$ cat src/rtl/evt_access_arb.sv
module evt_access_arb #(
  parameter int unsigned LOCK_CYC  = 1000,
  parameter int unsigned ETC_BYTES = 4,
  parameter int unsigned EVC_BYTES = 2,
  localparam int unsigned NB    = ETC_BYTES + EVC_BYTES,
  localparam int unsigned AW    = $clog2(NB + 1),
  localparam int unsigned ETC_W = 8 * ETC_BYTES,
  localparam int unsigned EVC_W = 8 * EVC_BYTES
) (
  input  logic             clk,
  input  logic             rst_n,
  input  logic             bus_start,
  input  logic             bus_stop,
  input  logic             wr_req,
  input  logic [AW-1:0]    wr_addr,
  input  logic [7:0]       wr_data,
  input  logic             rd_req,
  input  logic [AW-1:0]    rd_addr,
  input  logic             evt_level,
  input  logic             mirror_busy,
  input  logic [ETC_W-1:0] work_etc,
  input  logic [EVC_W-1:0] work_evt,
  input  logic [ETC_W-1:0] mirror_etc,
  input  logic [EVC_W-1:0] mirror_evt,
  output logic [7:0]       rd_data,
  output logic             rd_valid,
  output logic             rd_rej,
  output logic             wr_ack,
  output logic             wr_rej,
  output logic             wr_abort,
  output logic             wr_err,
  output logic             lock_busy,
  output logic             upd_etc_stb,
  output logic             upd_evt_stb,
  output logic [ETC_W-1:0] upd_etc,
  output logic [EVC_W-1:0] upd_evt
);
  localparam int unsigned TW = 8 * NB;
  localparam int unsigned CW = $clog2(LOCK_CYC + 1);

  logic          evt_q;
  logic [CW-1:0] lock_cnt;
  logic          txn_open, txn_bad, src_snap;
  logic [TW-1:0] snap_all, stg_all, merged;
  logic [NB-1:0] mask;
  logic [7:0]    rd_byte;

  wire [TW-1:0] mir_all  = {mirror_evt, mirror_etc};
  wire [TW-1:0] work_all = {work_evt, work_etc};
  wire [TW-1:0] src_all  = src_snap ? snap_all : mir_all;

  wire evt_rise = evt_level & ~evt_q;
  wire evt_fall = ~evt_level & evt_q;
  assign lock_busy = ~evt_level & (evt_fall | (lock_cnt != '0));

  wire wr_in_rng  = int'(wr_addr) < int'(NB);
  wire wr_ok      = wr_req & txn_open & ~txn_bad & ~evt_level & ~lock_busy & ~mirror_busy & wr_in_rng;
  wire wr_bad     = wr_req & ~wr_ok;
  wire staged     = mask != '0;
  wire abort_now  = evt_rise & staged;
  wire commit_now = bus_stop & staged & ~txn_bad & ~evt_rise;
  wire rd_ok      = rd_req & ~lock_busy;

  for (genvar b = 0; b < NB; b++) begin : g_merge
    assign merged[8*b +: 8] = mask[b] ? stg_all[8*b +: 8] : mir_all[8*b +: 8];
  end

  always_comb begin
    rd_byte = '0;
    for (int b = 0; b < NB; b++)
      if (rd_addr == AW'(b)) rd_byte = src_all[8*b +: 8];
  end

  always_ff @(posedge clk or negedge rst_n) begin
    if (!rst_n) begin
      evt_q    <= 1'b0;
      lock_cnt <= '0;
    end else begin
      evt_q <= evt_level;
      if (evt_rise)                 lock_cnt <= '0;
      else if (evt_fall)            lock_cnt <= CW'(LOCK_CYC - 1);
      else if (lock_cnt != '0)      lock_cnt <= lock_cnt - 1'b1;
    end
  end

  always_ff @(posedge clk or negedge rst_n) begin
    if (!rst_n) begin
      txn_open <= 1'b0;
      txn_bad  <= 1'b0;
      src_snap <= 1'b0;
      snap_all <= '0;
      stg_all  <= '0;
      mask     <= '0;
      wr_err   <= 1'b0;
    end else begin
      if (bus_start) begin
        txn_open <= 1'b1;
        txn_bad  <= 1'b0;
        src_snap <= evt_level;
        if (evt_level) snap_all <= work_all;
      end else if (bus_stop) begin
        txn_open <= 1'b0;
      end
      if (abort_now | wr_bad) txn_bad <= 1'b1;

      if (abort_now | wr_bad | bus_start | bus_stop) begin
        mask <= '0;
      end else begin
        for (int b = 0; b < NB; b++)
          if (wr_ok && wr_addr == AW'(b)) begin
            mask[b]          <= 1'b1;
            stg_all[8*b +: 8] <= wr_data;
          end
      end

      if (abort_now | wr_bad) wr_err <= 1'b1;
      else if (commit_now)    wr_err <= 1'b0;
    end
  end

  always_ff @(posedge clk or negedge rst_n) begin
    if (!rst_n) begin
      wr_ack      <= 1'b0;
      wr_rej      <= 1'b0;
      wr_abort    <= 1'b0;
      rd_valid    <= 1'b0;
      rd_rej      <= 1'b0;
      rd_data     <= '0;
      upd_etc_stb <= 1'b0;
      upd_evt_stb <= 1'b0;
      upd_etc     <= '0;
      upd_evt     <= '0;
    end else begin
      wr_ack      <= wr_ok;
      wr_rej      <= wr_bad;
      wr_abort    <= abort_now;
      rd_valid    <= rd_ok;
      rd_rej      <= rd_req & ~rd_ok;
      if (rd_ok) rd_data <= rd_byte;
      upd_etc_stb <= commit_now & (mask[ETC_BYTES-1:0] != '0);
      upd_evt_stb <= commit_now & (mask[NB-1:ETC_BYTES] != '0);
      if (commit_now) begin
        upd_etc <= merged[ETC_W-1:0];
        upd_evt <= merged[TW-1:ETC_W];
      end
    end
  end
endmodule


$ cat config.mk
export PLATFORM = sky130hd
export DESIGN_NAME = evt_access_arb
export DESIGN_NICKNAME = d
export VERILOG_FILES = /design/src/rtl/evt_access_arb.sv
export SDC_FILE = /design/constraint.sdc
export NUM_CORES = 1
export LEC_CHECK = 0
export BUFFER_PORTS_ARGS = -buffer_cell sky130_fd_sc_hd__clkbuf_2
export CAP_MARGIN = 20
export CORE_MARGIN = 2
export CORE_UTILIZATION = 49
export CTS_CLUSTER_SIZE = 28
export DETAILED_ROUTE_END_ITERATION = 10
export GPL_TIMING_DRIVEN = 1
export PLACE_DENSITY_LB_ADDON = 0.25
export REMOVE_ABC_BUFFERS = 1
export SYNTH_ARGS = -nofsm -noshare
export SYNTH_HDL_FRONTEND = slang
export SYNTH_SLANG_ARGS = --single-unit
$ cat constraint.sdc
create_clock -name clk -period 2.6 [get_ports clk]
set_input_delay 0 -clock clk [delete_from_list [all_inputs] [get_ports clk]]
set_output_delay 0 -clock clk [all_outputs]
set_load 0.03 [all_outputs]
==> results.yml <==
run_status:
  status: "complete, but fails checks"
  violations: "negative setup slack"
floorplanning:
  rows: 47
  dieArea_mm2: 0.0180
  die-width_um: 134
  fp.dieH_um: 134
  io_pins: 183
  initial_core_util_pct: 50.2
  core_mm2: 0.0166
cts:
  h-tree-depth: 4
  cts_tree: "done"
  clk_latency_ns: 0.44
  path_clk_slew_ns: 0.06
  cts_root_buf: "clkbuf_16"
  cts-buffers-inserted: 17
  clock-sinks: 180
  cts_buffer_depth: 2
yosys:
  syn-instance-count: 692
  syn-cell-area_mm2: 0.00832
  ys_warn_count: 0
  avgSynthCellArea_um2: 12.0
  synth_ff_type: "dfrtp_1"
  synth-async-reset-ratio_pct: 100
  ys_types: 54
  ys_seq_elements: 180
  synth-edff-count: 0
  seq_area_frac_synth_pct: 54.1
detailed_routing:
  vias: 6937
  final_antenna_net_count: 0
  drt-total-wl_mm: 25.6
  drtIter0Drc: 631
  drc: 0
  drt-pass1-iter-count: 5
  vias_per_cell: 5.59
  wl_per_cell_um: 20.6
power_and_ir_drop:
  p_per_area_mw_per_mm2: 635
  peakVddDrop_v: 0.000507
  total_power_w: 0.00737
  switching_share_pct: 26.0
  p_seq_share_pct: 43.1
  power_frac_clock_pct: 39.6
  p_switching_w: 0.00192
  comb_power_share_pct: 17.4
  p_leak_nw: 5.43
  intPower_w: 0.00545
sta:
  finalCriticalPeriod_ns: 2.67
  tightest_slew_ns: 0.660
  timing.final.max_slew_violations: 0
  fmax_ghz: 0.375
  period_share_pct: 103
  setup_viol: 24
  skew_ns: 0.0112
  hold_viol: 0
  setup_slack_ns: -0.0660
  max-slew-margin-rel_pct: 55.8
  hold_slack_ns: 0.0402
  rsz0062_at_grt: "yes"
layout:
  fin_area_mm2: 0.0116
  final_common_cell: "clkbuf_2"
  final_util_pct: 70.0
  drive_gt1_share_pct: 38.6
  mostFrequentLayoutCells: "clkbuf_2 (181), dfrtp_1 (179), dlygate4sd3_1 (111), mux2_2 (109), mux2i_1 (70)"
  antenna_cells: 0
  final_nets: 1132
  area_delta_synth_final_pct: 39.4
  fin_cells: 1241
critical_path:
  crit_path_end_kind: "flip-flop"
  required_ns: 2.92
  cp-start-kind: "flip-flop"
  critPathArrivalTime_ns: 2.99
  worst-r2r-setup-slack_ns: -0.07
  cp_max_fo: 8
  crit_type: "flip-flop to flip-flop"
placement:
  dp_hpwl_mm: 17.3
  place.gp.congestion: 0.819
  place_area_mm2: 0.00973
  io_buffers: 182
  dp.cells: 1095
global_route:
  grt_pass1_wl_mm: 39.7
  antenna_found_initial: 0
  grt_pass1_vias: 7205
  gr-usage-all-layers_pct: 29.1
  grt_max_degree: 71
  overflow: 0
worst_hold_path:
  hold_class: "input port to flip-flop"
run:
  maxCapViolCount: 0
## metrics by stage
stage | TNS [ns] | setup slack (ns)
floorplan | -115.62 | -2.33
global placement | -0.262 | -0.0333
detailed placement | -2.51 | -0.139
CTS | -0.245 | -0.0540
global route | -3.02 | -0.141
finish | -1.02 | -0.0660
## cell usage after synthesis, types with 3 or more instances
cell type,instances,area share (%)
a21boi_0,3,0.27
a21oi_1,57,3.4
a221oi_1,5,0.53
buf_1,8,0.36
buf_2,3,0.18
clkbuf_1,26,1.2
dfrtp_1,180,54
ha_1,4,0.60
inv_1,13,0.59
mux2_2,110,15
mux2_4,8,1.4
mux2i_1,70,8.4
nand2_1,23,1.0
nand2b_1,6,0.45
nand3_1,8,0.48
nor2_1,69,3.1
nor2b_1,6,0.45
nor3_1,5,0.30
nor4_1,4,0.30
o21a_1,5,0.45
o21ai_0,24,1.4
o22a_1,3,0.32
o22ai_1,5,0.38
o2bb2ai_1,5,0.53
or3_1,3,0.23
xnor2_1,3,0.32
## power by group through the flow
stage | Sequential (W) | Combinational (W) | Clock, W
6_report | 0.00317 | 0.00128 | 0.00292
5_1_grt | 0.00319 | 0.00138 | 0.00304
4_1_cts | 0.00317 | 0.00126 | 0.00292
3_5_place_dp | 0.00321 | 0.00110 | 0
3_3_place_gp | 0.00320 | 0.00107 | 0
2_1_floorplan | 0.00335 | 0.000477 | 0
## metal layers
layer	up-vias	wire length, um	track usage (%)
met5	-	0	0
met4	0	568	9.36
met3	43	1460	5.82
met2	271	12600	48.5
met1	3523	11000	38.3
li1	3100	-	-
## kinds of logic (layout without fill, tap and decap cells)
kind of cell             Yosys count  in the layout  synth area share [%]
AND/OR/NAND/NOR                  141            141                  8.39
XOR/XNOR                           3              3                 0.316
flip-flops                       180            180                  54.1
AO/OA/AOI/OAI                    123            123                  8.84
buffers and inverters             51            380                  2.44
multiplexers                     190            190                  25.3
adder cells (fa/ha/maj)            4              4                 0.601
## path summary, 6_finish.rpt
kind | from | end | depth (start not counted)
setup / recovery | lock_cnt[0] | stg_all[3] | 9
hold / removal | wr_addr[2] | mask[0] | 4
setup reg to reg | lock_cnt[0] | stg_all[3] | 9
hold reg to reg | snap_all[40] | snap_all[40] | 1
max in group asynchronous | rst_n | snap_all[35] | 3
min in group asynchronous | rst_n | rd_rej | 2
## worst max-delay path, stage by stage (launching register included)
cell     delay (ns)
dfrtp_1        0.40
inv_2          0.09
ha_4           0.12
or4b_4         0.46
or4_4          0.49
buf_6          0.15
nor4_4         0.20
buf_4          0.19
nand3_4        0.14
mux2_2         0.31
## registers in the layout, indices dropped and copies added (netlist names), 6 cells and up
register / cells
lock_cnt: 10
mask: 6
rd_data: 8
snap_all: 48
stg_all: 48
upd_etc: 32
upd_evt: 16
## cell type report
class / instances / area [um^2]
inverter: 13 / 48.8
clock inverter: 8 / 171
tap: 220 / 275
fill: 1219 / 4980
timing repair buffer: 337 / 2420
multi-input combinational: 461 / 3680
sequential: 180 / 4510
clock buffer: 22 / 494
## what timing repair did
action | 4_1_cts | 5_1_grt
buffers inserted | 3 | 2
setup endpoints to repair | 32 | 36
hold buffers | 111 | 0
hold endpoints to repair | 216 | 0
resized for setup | 9 | 5
pin swaps | 1 | 0
(Power assumes the default switching activity.)
